File: src/rtl/hbr_pkg.sv
package hbr_pkg;
   typedef enum logic {
      UW_IDLE = 1'b0,
      UW_RUN  = 1'b1
   } uw_state_e;
endpackage

File: src/rtl/hbr_entry.sv
module hbr_entry #(
   parameter int RIDX_W = 5,
   parameter int DATA_W = 32
) (
   input  logic              clk,
   input  logic              rst_n,
   input  logic              alloc_hit,
   input  logic              cmp_hit,
   input  logic [RIDX_W-1:0] cmp_reg,
   input  logic [DATA_W-1:0] cmp_old,
   output logic              done,
   output logic [RIDX_W-1:0] reg_id,
   output logic [DATA_W-1:0] old_val
);
   logic              done_q;
   logic [RIDX_W-1:0] reg_q;
   logic [DATA_W-1:0] old_q;

   always_ff @(posedge clk) begin
      if (!rst_n) begin
         done_q <= 1'b0;
         reg_q  <= '0;
         old_q  <= '0;
      end else if (alloc_hit) begin
         done_q <= 1'b0;
      end else if (cmp_hit) begin
         done_q <= 1'b1;
         reg_q  <= cmp_reg;
         old_q  <= cmp_old;
      end
   end

   assign done    = done_q;
   assign reg_id  = reg_q;
   assign old_val = old_q;


   entry_excl_chk: assert property (@(posedge clk) disable iff (!rst_n)
      !(alloc_hit && cmp_hit));
endmodule

File: src/rtl/hbr_ptrs.sv
module hbr_ptrs #(
   parameter int DEPTH = 8,
   localparam int IDX_W = $clog2(DEPTH),
   localparam int CNT_W = IDX_W + 1
) (
   input  logic             clk,
   input  logic             rst_n,
   input  logic             push,
   input  logic             pop_head,
   input  logic             pop_tail,
   output logic [IDX_W-1:0] head_idx,
   output logic [IDX_W-1:0] tail_idx,
   output logic [CNT_W-1:0] cnt,
   output logic             full,
   output logic             empty
);
   localparam logic [IDX_W-1:0] IDX_ONE = IDX_W'(1);
   localparam logic [CNT_W-1:0] CNT_ONE = CNT_W'(1);
   localparam logic [CNT_W-1:0] CNT_MAX = CNT_W'(DEPTH);

   logic [IDX_W-1:0] head_q, tail_q;
   logic [CNT_W-1:0] cnt_q, cnt_nxt;

   always_comb begin
      cnt_nxt = cnt_q;
      if (push)     cnt_nxt = cnt_nxt + CNT_ONE;
      if (pop_head) cnt_nxt = cnt_nxt - CNT_ONE;
      if (pop_tail) cnt_nxt = cnt_nxt - CNT_ONE;
   end

   always_ff @(posedge clk) begin
      if (!rst_n) begin
         head_q <= '0;
         tail_q <= '0;
         cnt_q  <= '0;
      end else begin
         if (push)          tail_q <= tail_q + IDX_ONE;
         else if (pop_tail) tail_q <= tail_q - IDX_ONE;
         if (pop_head)      head_q <= head_q + IDX_ONE;
         cnt_q <= cnt_nxt;
      end
   end

   assign head_idx = head_q;
   assign tail_idx = tail_q;
   assign cnt      = cnt_q;
   assign full     = (cnt_q == CNT_MAX);
   assign empty    = (cnt_q == '0);


   cnt_bound_chk: assert property (@(posedge clk) disable iff (!rst_n)
      cnt_q <= CNT_MAX);

   no_push_full_chk: assert property (@(posedge clk) disable iff (!rst_n)
      push |-> !full);

   no_pop_empty_chk: assert property (@(posedge clk) disable iff (!rst_n)
      (pop_head || pop_tail) |-> !empty);

   tail_step_chk: assert property (@(posedge clk) disable iff (!rst_n)
      (pop_tail && !push) |=> (tail_q == $past(tail_q) - IDX_ONE));
endmodule

File: src/rtl/hbr_unwind.sv
module hbr_unwind #(
   parameter int DEPTH = 8,
   localparam int IDX_W = $clog2(DEPTH),
   localparam int CNT_W = IDX_W + 1
) (
   input  logic             clk,
   input  logic             rst_n,
   input  logic             exc_vld,
   input  logic             rwd_vld,
   input  logic [IDX_W-1:0] rwd_tag,
   input  logic [IDX_W-1:0] head_idx,
   input  logic [CNT_W-1:0] cnt,
   output logic             busy,
   output logic             pop_tail
);
   import hbr_pkg::*;

   localparam logic [CNT_W-1:0] CNT_ONE = CNT_W'(1);

   uw_state_e        state_q;
   logic [CNT_W-1:0] target_q;
   logic [CNT_W-1:0] keep_cnt;
   logic             start;

   // slots kept by a rewind: from head through the branch slot
   assign keep_cnt = {1'b0, rwd_tag - head_idx} + CNT_ONE;
   assign busy     = (state_q == UW_RUN);
   assign start    = !busy && (exc_vld || rwd_vld);
   assign pop_tail = busy && (cnt != target_q);

   always_ff @(posedge clk) begin
      if (!rst_n) begin
         state_q  <= UW_IDLE;
         target_q <= '0;
      end else if (start) begin
         state_q  <= UW_RUN;
         target_q <= exc_vld ? '0 : keep_cnt;
      end else if (busy && (cnt == target_q)) begin
         state_q  <= UW_IDLE;
      end
   end


   busy_hold_chk: assert property (@(posedge clk) disable iff (!rst_n)
      (busy && pop_tail) |=> busy);

   target_bound_chk: assert property (@(posedge clk) disable iff (!rst_n)
      busy |-> (target_q <= cnt));

   exc_full_chk: assert property (@(posedge clk) disable iff (!rst_n)
      (start && exc_vld) |=> (busy && target_q == '0));
endmodule

File: src/rtl/hbuf_recovery.sv
module hbuf_recovery #(
   parameter int DEPTH  = 8,
   parameter int RIDX_W = 5,
   parameter int DATA_W = 32,
   localparam int IDX_W = $clog2(DEPTH),
   localparam int CNT_W = IDX_W + 1
) (
   input  logic              clk,
   input  logic              rst_n,
   input  logic              alloc_req,
   output logic              alloc_rdy,
   output logic [IDX_W-1:0]  alloc_tag,
   input  logic              cmp_vld,
   input  logic [IDX_W-1:0]  cmp_tag,
   input  logic [RIDX_W-1:0] cmp_reg,
   input  logic [DATA_W-1:0] cmp_old,
   input  logic              ret_vld,
   input  logic              exc_vld,
   input  logic              rwd_vld,
   input  logic [IDX_W-1:0]  rwd_tag,
   output logic              busy,
   output logic              rf_we,
   output logic [RIDX_W-1:0] rf_waddr,
   output logic [DATA_W-1:0] rf_wdata
);
   localparam logic [IDX_W-1:0] IDX_ONE = IDX_W'(1);

   if (DEPTH < 2 || (DEPTH & (DEPTH - 1)) != 0) begin : g_bad_depth
      $error("hbuf_recovery: DEPTH must be a power of two of at least 2");
   end
   if (RIDX_W < 1 || DATA_W < 1) begin : g_bad_width
      $error("hbuf_recovery: RIDX_W and DATA_W must be positive");
   end

   logic             accept, push, pop_head, pop_tail;
   logic             full, empty;
   logic [IDX_W-1:0] head_idx, tail_idx, rd_idx;
   logic [CNT_W-1:0] cnt;

   logic              e_done [DEPTH];
   logic [RIDX_W-1:0] e_reg  [DEPTH];
   logic [DATA_W-1:0] e_old  [DEPTH];

   assign accept    = !busy && !exc_vld && !rwd_vld;
   assign alloc_rdy = accept && !full;
   assign alloc_tag = tail_idx;
   assign push      = alloc_req && alloc_rdy;
   assign pop_head  = ret_vld && accept && !empty;
   assign rd_idx    = tail_idx - IDX_ONE;

   hbr_ptrs #(.DEPTH(DEPTH)) u_ptrs (
      .clk      (clk),
      .rst_n    (rst_n),
      .push     (push),
      .pop_head (pop_head),
      .pop_tail (pop_tail),
      .head_idx (head_idx),
      .tail_idx (tail_idx),
      .cnt      (cnt),
      .full     (full),
      .empty    (empty)
   );

   hbr_unwind #(.DEPTH(DEPTH)) u_unwind (
      .clk      (clk),
      .rst_n    (rst_n),
      .exc_vld  (exc_vld),
      .rwd_vld  (rwd_vld),
      .rwd_tag  (rwd_tag),
      .head_idx (head_idx),
      .cnt      (cnt),
      .busy     (busy),
      .pop_tail (pop_tail)
   );

   for (genvar gi = 0; gi < DEPTH; gi++) begin : g_slot
      hbr_entry #(.RIDX_W(RIDX_W), .DATA_W(DATA_W)) u_entry (
         .clk       (clk),
         .rst_n     (rst_n),
         .alloc_hit (push && (tail_idx == IDX_W'(gi))),
         .cmp_hit   (cmp_vld && accept && (cmp_tag == IDX_W'(gi))),
         .cmp_reg   (cmp_reg),
         .cmp_old   (cmp_old),
         .done      (e_done[gi]),
         .reg_id    (e_reg[gi]),
         .old_val   (e_old[gi])
      );
   end

   assign rf_we    = pop_tail && e_done[rd_idx];
   assign rf_waddr = e_reg[rd_idx];
   assign rf_wdata = e_old[rd_idx];


   we_in_busy_chk: assert property (@(posedge clk) disable iff (!rst_n)
      rf_we |-> busy);

   alloc_block_chk: assert property (@(posedge clk) disable iff (!rst_n)
      busy |-> !alloc_rdy);

   busy_rise_chk: assert property (@(posedge clk) disable iff (!rst_n)
      (!busy && (exc_vld || rwd_vld)) |=> busy);

   resume_chk: assert property (@(posedge clk) disable iff (!rst_n)
      $fell(busy) |-> $stable(tail_idx));
endmodule

File: config.mk
export PLATFORM = sky130hd
export DESIGN_NAME = hbuf_recovery
export DESIGN_NICKNAME = d
export VERILOG_FILES = /design/src/rtl/hbr_pkg.sv /design/src/rtl/hbr_entry.sv /design/src/rtl/hbr_ptrs.sv /design/src/rtl/hbr_unwind.sv /design/src/rtl/hbuf_recovery.sv
export SDC_FILE = /design/constraint.sdc
export NUM_CORES = 1
export LEC_CHECK = 0
export BUFFER_PORTS_ARGS = -buffer_cell sky130_fd_sc_hd__buf_2
export CELL_PAD_IN_SITES_DETAIL_PLACEMENT = 0
export CELL_PAD_IN_SITES_GLOBAL_PLACEMENT = 1
export CORE_ASPECT_RATIO = 0.7
export CORE_MARGIN = 8
export CORE_UTILIZATION = 46
export CTS_BUF_LIST = sky130_fd_sc_hd__clkbuf_4 sky130_fd_sc_hd__clkbuf_8
export CTS_CLUSTER_DIAMETER = 80
export DETAILED_ROUTE_END_ITERATION = 12
export PLACE_DENSITY = 0.82
export SLEW_MARGIN = 20
export SYNTH_ARGS = -nofsm -noshare
export SYNTH_HDL_FRONTEND = slang
export SYNTH_SLANG_ARGS = --single-unit
File: constraint.sdc
create_clock -name clk -period 9.2 [get_ports clk]
set_input_delay 0.92 -clock clk [delete_from_list [all_inputs] [get_ports clk]]
set_output_delay 0.92 -clock clk [all_outputs]
set_load 0.02 [all_outputs]
# After elaboration in Yosys (flattened, before gate mapping)
# Index checks and enable logic that the tools add are counted.
# Widths: inputs -> output; s select.
[classes]
n_bitwise = 10
shift = 0
reduce_logical = 54
div_mod_pow = 0
eq_ne = 17
magnitude_cmp = 1
addsub = 8
multipliers = 0
muxes = 17
[op_table]
columns = ["op", "n"]
rows = [
  ["$bmux 32 s3", 1],
  ["$mux 32", 2],
  ["$logic_and 1x1->1", 27],
  ["$eq 3x3->1 const B", 8],
  ["$mux 4", 4],
  ["$reduce_and 2->1", 8],
  ["$reduce_or 2->1", 8],
  ["$bmux 5 s3", 1],
  ["$eq 3x2->1 const B", 4],
  ["$mux 5", 2],
  ["$not 1->1", 9],
  ["$sub 4x1->4 const B", 2],
  ["$add 3x1->3 const B", 2],
  ["$eq 3x1->1 const B", 2],
  ["$logic_not 3->1", 2],
  ["$mux 3", 2],
  ["$logic_not 1->1", 5],
  ["$add 3x1->4 const B", 1],
  ["$add 4x1->4 const B", 1],
  ["$eq 4x4->1", 1],
  ["$eq 4x4->1 const B", 1],
  ["$ge 4x4->1 const B", 1],
  ["$logic_not 4->1", 1],
  ["$mux 1", 4],
  ["other kinds (7)", 8],
]
[totals]
register_bits = 319
ramBits = 0
mem_count = 0
latchBits = 0
out_inout_bits = 43
elab_cells = 136
rom_bits = 0

# Longest topological paths before layout
[depth]
ltp_word = 10
depth_mapped = 12
mapped_depth_nobuf = 11

# By module
# A second synthesis with hierarchy kept.
[hier_totals]
cells_unflattened = 1591
hier_area_um2 = 16161.8
[modules_own_cells]
columns = ["mod", "n_inst", "cells_each", "area_per_inst_um2"]
rows = [
  ["hbr_entry", 8, 164, 1556.5],
  ["hbuf_recovery", 1, 173, 2670.1],
  ["hbr_ptrs", 1, 71, 691.9],
  ["hbr_unwind", 1, 35, 347.8],
]

# Worst setup path after synthesis
# Ideal clock, no wire load.
[synth_timing]
path_type = "register to output"
from = "register u_ptrs.tail_q[0] (netlist: u_ptrs.tail_idx[0])"
to = "output rf_waddr[0]"
required_time_ns = 8.280
setup_slack_ns = 4.569
arrival_ns = 3.711
stages_incl_launch_ff = 11
path_cell_list = "dfxtp_1 -> clkbuf_1 -> clkbuf_1 -> clkbuf_1 -> inv_1 -> ha_1 -> clkbuf_1 -> buf_1 -> clkbuf_1 -> mux4_2 -> mux2_2"
[synth_between]
elab_chain_len = 5
[synth_rtl]
columns = ["item", "line", "rtl"]
rows = [
  ["from (decl)", "hbr_ptrs.sv:21", "logic [IDX_W-1:0] head_q, tail_q;"],
  ["from (signal assigned)", "hbr_ptrs.sv:37", "if (push) tail_q <= tail_q + IDX_ONE;"],
  ["from (signal assigned)", "hbr_ptrs.sv:38", "else if (pop_tail) tail_q <= tail_q - IDX_ONE;"],
  ["$sub 3x1->3", "hbuf_recovery.sv:49", "assign rd_idx = tail_idx - IDX_ONE;"],
  ["$not 3->4 (not written as such)", "hbuf_recovery.sv:91", "assign rf_waddr = e_reg[rd_idx];"],
  ["$bmux 5 s3", "hbuf_recovery.sv:91", ""],
  ["$mux 5 (not written as such) (2 in series)", "hbuf_recovery.sv:91", ""],
  ["to (decl)", "hbuf_recovery.sv:23", "output logic [RIDX_W-1:0] rf_waddr,"],
]
# No other way between the ends. The select of a mux whose other input is x is not followed.

# Final worst setup path
[layout_timing]
from = "register u_ptrs.tail_q[0] (netlist: u_ptrs.tail_idx[0])"
to = "output rf_waddr[2]"
# Same word-level chain as after synthesis.

==> reports/metrics.csv <==
metric,value,unit
WL final,41000,µm
Setup CP Type,flip-flop to output pin,
die area,38700,µm²
largest net degree at the start of global routing,115,
setup ws final,4.03,ns
crit share post-route,56.2,%
Int Power,2410,µW
worst path required time,8.28,ns
Clock Skew,0.0231,ns
P per Cell Area,213,nW/µm²
Final Util,50.8,%
drt first-iter violations,969,
CTS Hold Bufs,0,
Setup Buffers After CTS,0,
number of port buffers,92,
"Top FF cell, synth",dfxtp_1,
wire length per cell,19.5,µm
Logic pwr share,22.8,%
"count leader, synth",nand2_1,
CTS tree,built,
status,completed,
pre-CTS WS,4.55,ns
CP max FO,44,
DRC,0,
Post-synth EDFFs,0,
first-pass GRT wire length,65000,µm
Worst-Skew Late Latency,0.59,ns
Die H,167,µm
"Net Count, Synth",1715,
switching share of power,30.9,%
met3 Usage GRT,3.94,%
Netlist Area Pre-Place,15000,µm²
core footprint,32200,µm²
Clock Root Buffer,clkbuf_8,
Area contributors post-synth,"dfxtp_1 43%, nand2_1 15%, a21boi_0 12%",
register share of total power,42.2,%
Leak Pwr,0.00557,µW
Final min period,5.17,ns
grt peak-use layer,met2,
vias in the first global route,11093,
f_max,193,MHz
Slew HR,22.4,%
row count,55,
post-synth cell types,56,
startpoint types,flip-flop,
yosys warns,0,
max-slew violation count,0,
dpl hpwl,22900,µm
Hold WC Path Type,flip-flop to flip-flop,
global placer's final weighted congestion,0.805,
vias per inst,5.46,
sequential area share after synthesis,42.6,%
initial antenna violation count,1,
share of cells above drive strength 1,19.5,%
GR Layer Usage met2,32.9,%
nets,1707,
total track usage,21.0,%
Pre-antenna DRT Iters,5,
initial core utilization,46.5,%
Arrival @ worst endpoint,4.25,ns
CTS Buf Count,50,
worst vdd ir,0.144,mV
clk sinks,319,
clock share of power,35.0,%
H-tree Lvls,2,
NetSw,1080,µW
Slew @ Worst Pin,1.16,ns
Die W,232,µm
final hold violation count,0,
RSZ-0062 raised after global routing,false,
grt met1 use,29.7,%
Max-Cap Viols,0,
io pins,93,
syn_area_per_cell,9.07,µm²
ANT nets after route,0,
Vias,11480,
Synth top area share,42.6,%
# resized after CTS,0,
clock-pin slew on the worst setup and hold paths,0.06,ns
gr ovfl total,0,
Post-Route Setup TNS,0,ns
Post-Syn Instances,1651,
Area Growth Syn to Fin,9.23,%
leading area contributor after synthesis,dfxtp_1,
Post-synth top cells,"609 x nand2_1, 319 x dfxtp_1, 246 x a21boi_0",
CP endpoint kind,output pin,
CTS Buffer Depth,3,
"FFs w/ async S/R, synth",0,%
endpoints failing setup,0,
"FF+latch count, synth",319,
[metrics by stage]
stage	area (µm²)	hold WS [ns]	std cells	power, µW
global placement	15300	0.437	2018	2290
CTS	16400	0.450	2103	3530
floorplan	15000	0.432	1651	2090
global route	16400	0.466	2104	3650
detailed placement	15300	0.441	2018	2300
finish	16400	0.448	2104	3490
[sequential cells by signal, summed over array words and instances, names as in the netlist]
register / flops
u_unwind.target_q: 4
g_slot.u_entry.old_val: 256
g_slot.u_entry.reg_id: 40
g_slot.u_entry.done: 8
u_ptrs.cnt: 4
u_ptrs.head_idx: 3
u_unwind.busy: 1
u_ptrs.tail_idx: 3
[final cells by class]
| class | count | area (µm²) |
|---|---|---|
| tap | 427 | 534 |
| multi-input combinational | 1156 | 7820 |
| inverter | 10 | 37.5 |
| sequential | 319 | 6390 |
| antenna | 1 | 2.50 |
| clock buffer | 79 | 975 |
| fill | 3016 | 15800 |
| timing repair buffer | 106 | 572 |
| clock inverter | 6 | 32.5 |
[routing by layer]
layer / wire length [µm] / vias up
li1: - / 5521
met1: 18900 / 5554
met2: 18700 / 359
met3: 2830 / 46
met4: 622 / 0
met5: 0 / -
[logic make-up (layout without fill, tap and decap cells)]
group	after synthesis	in the layout	share of synthesized area, %
other	0	1	0
buffers and inverters	176	201	5.78
muxes	119	119	14.6
xor gates and xnor gates	16	16	0.936
adders and majority gates	14	14	1.22
and+or+nand+nor	672	672	18.1
DFF	319	319	42.6
AOI/OAI and AO/OA	335	335	16.8
[path summary, 6_finish.rpt]
kind	start	end	slack (ns)	depth (start not counted)
max	u_ptrs.tail_idx[0]	rf_waddr[2]	4.03	6
min	g_slot[4].u_entry.old_val[25]	g_slot[4].u_entry.old_val[25]	0.45	2
max reg2reg	u_unwind.busy	g_slot[7].u_entry.old_val[19]	5.69	6
min reg2reg	g_slot[4].u_entry.old_val[25]	g_slot[4].u_entry.old_val[25]	0.45	2
[power groups by stage]
stage / Clock [µW] / Sequential (µW) / Combinational, µW
floorplan: 0 / 1460 / 625
detailed placement: 0 / 1500 / 804
finish: 1220 / 1470 / 796
CTS: 1250 / 1470 / 805
global placement: 0 / 1500 / 793
global route: 1320 / 1480 / 857
[critical path, stage by stage, from the launching register on]
cell and delay [ns]:
dfxtp_4 0.74, inv_1 0.27, ha_4 0.88, buf_4 0.67, mux4_2 0.58, mux2_2 0.32
buf_2 0.17
[cell usage in the layout (no fill, tap or decap), drive strengths merged, types with 2 or more instances in the layout]
master | netlist | routed
and3b | 2 | 2
o21a | 3 | 3
nand2 | 609 | 609
xnor2 | 9 | 9
a311o | 2 | 2
buf | 94 | 106
o211a | 2 | 2
clkinv | 0 | 5
mux4 | 76 | 76
a21oi | 8 | 8
o21ai | 4 | 4
o31ai | 2 | 2
dfxtp | 319 | 319
xor2 | 7 | 7
a211oi | 2 | 2
and4 | 2 | 2
and3 | 2 | 2
or4b | 2 | 2
clkbuf | 72 | 79
nor2b | 8 | 8
a21boi | 302 | 302
and2 | 7 | 7
ha | 13 | 13
inv | 10 | 10
mux2i | 5 | 5
mux2 | 38 | 38
nor3 | 6 | 6
nor4 | 5 | 5
nor4b | 3 | 3
nor2 | 6 | 6
nand3 | 4 | 4
nand4 | 7 | 7
nor3b | 2 | 2
nand2b | 3 | 3
No activity file was read; power rests on OpenSTA's default activity.
